`config.mk`:
```
export PLATFORM = sky130hd
export DESIGN_NAME = crc_serial_engine
export DESIGN_NICKNAME = d
export VERILOG_FILES = /design/src/rtl/crc_serial_pkg.sv /design/src/rtl/crc_op_decode.sv /design/src/rtl/crc_step.sv /design/src/rtl/crc_state_reg.sv /design/src/rtl/crc_serial_engine.sv
export SDC_FILE = /design/constraint.sdc
export NUM_CORES = 1
export LEC_CHECK = 0
export BUFFER_PORTS_ARGS = -buffer_cell sky130_fd_sc_hd__clkbuf_2
export CORE_AREA = 2 2 39 41
export DETAILED_ROUTE_END_ITERATION = 10
export DIE_AREA = 0 0 41 43
export PLACE_DENSITY = 0.45
export SYNTH_ARGS = -nofsm -noshare
export SYNTH_HDL_FRONTEND = slang
export SYNTH_SLANG_ARGS = --single-unit
```
`constraint.sdc`:
```
create_clock -name clk -period 1.7 [get_ports clk]
set_input_delay 0.34 -clock clk [delete_from_list [all_inputs] [get_ports clk]]
set_output_delay 0.34 -clock clk [all_outputs]
set_load 0.01 [all_outputs]
```
`src/rtl/crc_serial_pkg.sv`:
```
package crc_serial_pkg;
  typedef enum logic [1:0] {
    OP_HOLD  = 2'd0,
    OP_SHIFT = 2'd1,
    OP_ZERO  = 2'd2
  } crc_op_e;
endpackage

```
`src/rtl/crc_op_decode.sv`:
```
module crc_op_decode
  import crc_serial_pkg::*;
(
  input  logic    rst,
  input  logic    clr,
  input  logic    bit_en,
  output crc_op_e op
);
  // reset and clear both zero the register; clear outranks a shift
  always_comb begin
    if (rst || clr)   op = OP_ZERO;
    else if (bit_en)  op = OP_SHIFT;
    else              op = OP_HOLD;
  end
endmodule

```
`src/rtl/crc_step.sv`:
```
module crc_step #(
  parameter int              WIDTH = 5,
  parameter logic [WIDTH-1:0] POLY = 5'b10101
) (
  input  logic [WIDTH-1:0] cur,
  input  logic             din,
  output logic [WIDTH-1:0] nxt
);
  logic top;
  assign top = cur[WIDTH-1];

  // cell 0 takes the new bit; a tap adds the divisor where its coefficient is 1
  for (genvar i = 0; i < WIDTH; i++) begin : g_cell
    logic from_below;
    if (i == 0) begin : g_low
      assign from_below = din;
    end else begin : g_up
      assign from_below = cur[i-1];
    end
    if (POLY[i]) begin : g_tap
      assign nxt[i] = from_below ^ top;
    end else begin : g_plain
      assign nxt[i] = from_below;
    end
  end
endmodule

```
`src/rtl/crc_state_reg.sv`:
```
module crc_state_reg
  import crc_serial_pkg::*;
#(
  parameter int WIDTH = 5
) (
  input  logic             clk,
  input  crc_op_e          op,
  input  logic [WIDTH-1:0] nxt,
  output logic [WIDTH-1:0] q
);
  always_ff @(posedge clk) begin
    case (op)
      OP_ZERO:  q <= '0;
      OP_SHIFT: q <= nxt;
      default:  q <= q;
    endcase
  end
endmodule

```
`src/rtl/crc_serial_engine.sv`:
```
module crc_serial_engine
  import crc_serial_pkg::*;
#(
  parameter int              WIDTH = 5,
  parameter logic [WIDTH-1:0] POLY = 5'b10101
) (
  input  logic             clk,
  input  logic             rst,
  input  logic             clr,
  input  logic             bit_en,
  input  logic             bit_in,
  output logic [WIDTH-1:0] crc_q,
  output logic             zero_res
);
  crc_op_e          op;
  logic [WIDTH-1:0] nxt;

  crc_op_decode u_dec (
    .rst    (rst),
    .clr    (clr),
    .bit_en (bit_en),
    .op     (op)
  );

  crc_step #(.WIDTH(WIDTH), .POLY(POLY)) u_step (
    .cur (crc_q),
    .din (bit_in),
    .nxt (nxt)
  );

  crc_state_reg #(.WIDTH(WIDTH)) u_reg (
    .clk (clk),
    .op  (op),
    .nxt (nxt),
    .q   (crc_q)
  );

  assign zero_res = ~|crc_q;

  AST_CLEAR_WINS: assert property (@(posedge clk) disable iff (rst)
    clr |=> (crc_q == '0));

  AST_IDLE_HOLDS: assert property (@(posedge clk) disable iff (rst)
    (!clr && !bit_en) |=> $stable(crc_q));

  AST_PLAIN_SHIFT: assert property (@(posedge clk) disable iff (rst)
    (bit_en && !clr && !crc_q[WIDTH-1]) |=>
      (crc_q == {$past(crc_q[WIDTH-2:0]), $past(bit_in)}));

  AST_FLAG_AFTER_CLEAR: assert property (@(posedge clk) disable iff (rst)
    clr |=> zero_res);
endmodule

```
==> After elaboration in Yosys (flattened, before gate mapping) <==
Index checks and enable logic that the tools add are counted.
{ "classes": {"n_mux": 3, "magnitude_cmp": 0, "bitwise_logic": 3, "addsub": 0, "shift": 0, "n_reduce_logical": 4, "div": 0, "mul": 0, "eq_ne": 2} }
{ "ops": {"columns": ["op", "count"], "rows": [
  ["5-bit case mux with 2 select lines", 1],
  ["5-bit OR reduction", 1],
  ["1-bit XOR", 3],
  ["2-bit by 1-bit == test with 1-bit output, second input constant", 1],
  ["2-bit == test, second input constant", 1],
  ["2-bit two-way mux", 1],
  ["2-bit nonzero test", 1],
  ["1-bit zero test", 1],
  ["1-bit logical OR", 1],
  ["1-bit two-way mux", 1]
]} }
{ "word_totals": {"mem_bits_ro": 0, "input_bits": 5, "memories": 0, "latchBits": 0, "ramBits": 0, "reg_bits": 5, "wordCells": 13} }

==> Logic depth before layout (Yosys ltp) <==
Gate-level depths: netlist of run 1.
{ "logic_depth": {"depth_word": 4, "depth_mapped": 2} }

==> Cells and area by module <==
From an unflattened synthesis of run 1, not the netlist that was laid out.
{ "unflattened": {"cells_unflattened": 22, "area_unflattened_um2": 267.8} }
{ "modules_own_cells": {"columns": ["mod", "area_each_um2", "seq_area_each_um2", "cells_each", "instances"], "rows": [
  ["crc_state_reg", 201.4, 150.1, 13, 1],
  ["crc_step", 41.3, 0.0, 5, 1],
  ["crc_op_decode", 13.8, 0.0, 2, 1],
  ["crc_serial_engine", 11.3, 0.0, 2, 1]
]} }

==> Worst setup path before layout of run 1 <==
No wires, ideal clock.
{ "synth_timing": {"kind": "reg2out", "from": "register u_reg.q[4]", "to": "output port zero_res", "setup_slack_ns": 0.175, "stages_incl_launch_ff": 3, "arrival_time_ns": 1.185, "path_cell_list": "edfxtp_1 or4_1 nor2_1"} }
{ "synth_between": {"elab_chain_len": 2} }
{ "synth_lines": {"columns": ["item", "line", "text"], "rows": [
  ["from (decl)", "crc_state_reg.sv:9", "output logic [WIDTH-1:0] q"],
  ["from (signal assigned)", "crc_state_reg.sv:14", "OP_SHIFT: q <= nxt;"],
  ["from (signal assigned)", "crc_state_reg.sv:15", "default: q <= q;"],
  ["5-bit OR reduction", "crc_serial_engine.sv:38", "assign zero_res = ~|crc_q;"],
  ["1-bit zero test", "crc_serial_engine.sv:38", null],
  ["to (decl)", "crc_serial_engine.sv:13", "output logic zero_res"]
]} }
Every way passes these cells.

==> Final worst setup path of run 1 <==
{ "layout_timing": {"from": "register u_reg.q[1]", "to": "output port zero_res"} }
Same word-level chain as after synthesis.

==> results of run 1 <==
placed cells by master (no fill, tap or decap):
| cell type | instances |
|---|---|
| nor3b_1 | 1 |
| nor2_1 | 4 |
| clkbuf_1 | 1 |
| xnor2_1 | 3 |
| and2_1 | 2 |
| or4_1 | 1 |
| edfxtp_1 | 5 |
| buf_4 | 4 |
| or3_1 | 1 |
| buf_2 | 1 |
| clkbuf_4 | 3 |
| clkbuf_2 | 9 |
| or3b_2 | 1 |
what timing repair did:
action                                  4_1_cts  5_1_grt
buffers inserted                              3        0
resized for setup                             0        1
pin swaps                                     0        1
endpoints found under the setup margin        1        1
power by group through the flow:
stage                     Clock [uW]  Combinational (uW)  Sequential (uW)
final                            139                45.1              146
after global routing             158                50.7              147
after CTS                        146                46.2              146
after detailed placement           0                39.9              149
after global placement             0                39.4              149
after floorplan                    0                21.5              151
logic make-up (layout without fill, tap and decap cells):
group	count (synthesis)	count (layout)	synth area share, %
flip-flops	5	5	60.30
XOR/XNOR	3	3	10.55
AND/OR/NAND/NOR	10	10	23.12
buffers and inverters	2	18	6.028
worst max-delay path: stages, from the launching register on:
cell	delay (ns)
edfxtp_1	0.37
or4_1	0.53
nor2_1	0.09
buf_2	0.13
Yosys cell counts, drive strengths merged:
cell type / count
or3b: 1
or4: 1
edfxtp: 5
xnor2: 3
and2: 2
nor2: 4
buf: 2
or3: 1
nor3b: 1
path summary, 6_finish.rpt:
kind	startpoint	slack (ns)	endpoint	cells after the start
max	u_reg.q[1]$_SDFFCE_PP0P_	0.006	zero_res	3
min	bit_in	0.45	u_reg.q[0]$_SDFFCE_PP0P_	3
max reg2reg	u_reg.q[4]$_SDFFCE_PP0P_	0.59	u_reg.q[2]$_SDFFCE_PP0P_	4
min reg2reg	u_reg.q[0]$_SDFFCE_PP0P_	0.60	u_reg.q[1]$_SDFFCE_PP0P_	1
metrics by stage:
stage	cells	utilization, %	hold WS, ns	total power, uW	setup TNS (ns)
global placement	45	22.51	0.5705	188.3	0
floorplan	20	-	0.5408	172.5	0
CTS	52	26.04	0.4499	338.8	-0.02416
detailed placement	45	22.51	0.5737	189.1	0
global route	52	26.04	0.4722	355.2	-0.07974
finish	52	26.04	0.4471	330.1	0
per-layer routing:
| layer | global-route usage (%) | vias to the layer above | wire [um] |
|---|---|---|---|
| li1 | - | 101 | - |
| met1 | 8.224 | 89 | 214 |
| met2 | 10.31 | 12 | 217 |
| met3 | 4.712 | 4 | 53 |
| met4 | 10.00 | 0 | 21 |
| met5 | 0 | - | 0 |
final cells by class:
class,count,area (um2)
Sequential cell,5,150.1
Multi-Input combinational cell,13,83.83
Timing Repair Buffer,14,80.08
Clock buffer,4,26.28
Fill cell,158,1023
Tap cell,16,20.02
==> reports/results.ini, run 1 <==
[floorplan]
dieWidth_um=41
rows=14
start_util_pct=17.99
coreArea_um2=1384
die_area_um2=1763
die_h_um=43
io_pins=11

[routing]
drc_errors=0
vias=206
via_per_inst=3.962
ant_nets=0
drt-total-wl_um=507
drt-pass1-iter-count=1
wl_per_cell_um=9.750
drt-initial-drc-count=0

[clock_tree]
cts_buffers=3
htree_levels=1
cts_num_sinks=5
ctsHoldBuffers=0
clk_latency_ns=0.24
cts_tree=yes
root_buffer=clkbuf_4
clock_path_buffers=2
clk_pin_slew_ns=0.04

[timing]
rsz0062_at_grt=true
tightest_slew_ns=0.2287
final-hold-violation-count=0
skew_ns=0.0007204
timing.final.crit_share_pct=99.66
drv_slew=0
max_freq_mhz=590.2
fin_crit_ns=1.694
finalSetupViolCount=0
finalWorstSetupSlack_ns=0.005713
slew_headroom_pct=84.72

[synthesis]
yosys.area.top_type=edfxtp_1
synth.distinct_cells=9
netlist_area_um2=249.0
synthCells=20
syn_nets=25
netlist_top_cells_area=edfxtp_1, xnor2_1, buf_4
yosysSeqAreaShare_pct=60.30
yosysWarnings=0
syn_avg_cell_area_um2=12.45
synth.top_cell.area_share_pct=60.30
ys_seq_elements=5

[finish]
nNetsFinal=42
top_regs=u_reg.q x5
area_growth_pct=44.72
regMostFlops=u_reg.q
largest_reg_flops=5
design_area_um2=360.3
drive_gt1_share_pct=50.00
diodes=0

[power]
p_switching_uw=74.56
seq_power_share_pct=44.2
irDropWorstVdd_mv=0.3079
power.density_nw_per_um2=916.0
p_sw_share_pct=22.59
power_leakage_uw=0.0001620
combPwrFrac_pct=13.7
internal_power_uw=255.5
p_clk_share_pct=42.1

[critical_path]
crit_fanout=2
required_ns=1.36
cp-start-kind=flop
crit_path_end_kind=primary output
criticalPathCategory=reg2out
arrival_ns=1.35

[global_routing]
antenna_found_initial=0
overflow=0
grt_start_max_net_pins=6
grt_usage_pct=8.291
grt_pass1_vias=238
grt_pass1_wl_um=862

[hold_path]
hold_path.class=in2reg

[place]
dpl.hpwl_um=382.2
gp_congestion=0.6181
place_area_um2=311.5
portBuffers=10
pre_cts_slack_ns=0.2138

[outcome]
outcome=complete, no violations

[job]
cap_viol_max_count=0

(Power assumes the default switching activity.)
==> run 2, diff against run 1 <==
==> constraint.sdc (replaced) <==
create_clock -name clk -period 1.87 [get_ports clk]
set_input_delay 0.374 -clock clk [delete_from_list [all_inputs] [get_ports clk]]
set_output_delay 0.374 -clock clk [all_outputs]
set_load 0.01 [all_outputs]
==> run 2 against run 1 <==
Effect of this change:
- cell count down 5.8%
- hold slack improved by 0.034 ns
- cell area down 6.3%
- register-to-register slack improved by 0.28 ns
- via count fell by 6.8%
- first-iteration DRC count did not move
- setup slack better by 0.10 ns
- routed wire length shrank 3.9%
- flip-flop and latch count is the same
- clock power fell by 9%
- combinational power shrank 21%
- critical path type unchanged
==> reports/results.ini, run 2 (same netlist as run 1, synthesis figures left out) <==
[outcome]
outcome=complete, no violations

[floorplan]
start_util_pct=17.99
coreArea_um2=1384
io_pins=11
die_h_um=43
rows=14
dieWidth_um=41
die_area_um2=1763

[routing]
vias=192
met2_length_um=203
wl_per_cell_um=9.939
drt-initial-drc-count=0
drc_errors=0
ant_nets=0
drt-pass1-iter-count=1
drt-total-wl_um=487
via_per_inst=3.918
routed.top_layer=met4
wl_met3_um=63
drt-met1-wl_um=199

[finish]
drive_gt1_share_pct=45.45
final_common_cell=clkbuf_2
area_growth_pct=35.68
fill_cells=155
diodes=0
top_regs=u_reg.q x5
nNetsFinal=39
largest_reg_flops=5
regMostFlops=u_reg.q
final_cell_mix=clkbuf_2, edfxtp_1, nor2_1

[power]
irDropWorstVdd_mv=0.2808
p_sw_share_pct=22.67
seq_power_share_pct=45.2
p_switching_uw=67.01
combPwrFrac_pct=12.1
power.density_nw_per_um2=874.9
internal_power_uw=228.6
power_leakage_uw=0.0001464
p_clk_share_pct=42.7

[clock_tree]
cts_setup_buffers=0
cts_tree=yes
cts_buffers=3
root_buffer=clkbuf_4
cts_resized=0
ctsHoldBuffers=0
clk_pin_slew_ns=0.04
clock_path_buffers=2
clk_latency_ns=0.24
htree_levels=1
cts_num_sinks=5

[hold_path]
whs_path_depth=3
hold_path.class=in2reg

[timing]
slew_headroom_pct=84.72
rsz0062_at_grt=false
finalSetupViolCount=0
timing.final.crit_share_pct=94.29
tightest_slew_ns=0.2287
fin_crit_ns=1.763
skew_ns=0.0007204
hold_ws_ns=0.4811
final-hold-violation-count=0
finalSetupTns_ns=0
drv_slew=0
max_freq_mhz=567.2

[place]
gp_congestion=0.6181
dpl.hpwl_um=382.2
portBuffers=10

[critical_path]
crit_chain=or4_1 -> nor2_1 -> clkbuf_2
criticalPathCategory=reg2out
slowest_delay_ns=0.53
rr_worst_depth=3
crit_path_end_kind=primary output
crit_fanout=3
slowest_stage=or4_1
cp-start-kind=flop
required_ns=1.50
arrival_ns=1.39

[global_routing]
grt_pass1_vias=225
overflow=0
grt_start_max_net_pins=6
grt_pass1_wl_um=814
antenna_found_initial=0
grt_usage_pct=7.887

[job]
cap_viol_max_count=0

==> run 2: area by class of cell <==
type / count / area [um2] / share of cell area, %
Tap cell: 16 / 20.02 / 5.926
Timing Repair Buffer: 11 / 57.56 / 17.04
Sequential cell: 5 / 150.1 / 44.44
Multi-Input combinational cell: 13 / 83.83 / 24.81
Clock buffer: 4 / 26.28 / 7.778
==> run 2: per-stage QoR <==
step | instances | utilization [%] | power (uW) | area (um2) | worst slack, ns
6_report | 49 | 24.41 | 295.6 | 337.8 | 0.1068
5_1_grt | 49 | 24.41 | 317.9 | 337.8 | 0.008096
4_1_cts | 49 | 24.41 | 303.5 | 337.8 | 0.07947
3_5_place_dp | 45 | 22.51 | 171.9 | 311.5 | 0.3498
3_3_place_gp | 45 | 22.51 | 171.2 | 311.5 | 0.3638
2_1_floorplan | 20 | - | 156.8 | 249.0 | 0.3114
==> run 2: final timing paths <==
check	from	to	slack, ns
worst max register to register	u_reg.q[4]$_SDFFCE_PP0P_	u_reg.q[2]$_SDFFCE_PP0P_	0.87
worst min-delay path	bit_in	u_reg.q[0]$_SDFFCE_PP0P_	0.48
worst max-delay path	u_reg.q[2]$_SDFFCE_PP0P_	zero_res	0.11
worst min register to register	u_reg.q[2]$_SDFFCE_PP0P_	u_reg.q[3]$_SDFFCE_PP0P_	0.57
==> run 2: worst max-delay path, delay by kind of cell (launching register included) <==
family	cells	cell delay, ns
buf+inv	1	0.13
simple gates	2	0.63
flops	1	0.39
==> run 2: power by group through the flow <==
stage / Sequential [uW] / Combinational [uW] / Clock (uW)
after floorplan: 137 / 19.5 / 0
final: 134 / 35.7 / 126
after global routing: 134 / 40.4 / 143
after CTS: 134 / 36.5 / 133
after global placement: 135 / 35.8 / 0
after detailed placement: 136 / 36.2 / 0
==> run 2: layer usage <==
| layer | global-route usage, % | vias to the layer above |
|---|---|---|
| met2 | 9.688 | 12 |
| li1 | - | 94 |
| met1 | 7.566 | 82 |
| met4 | 10.00 | 0 |
| met5 | 0 | - |
| met3 | 4.712 | 4 |
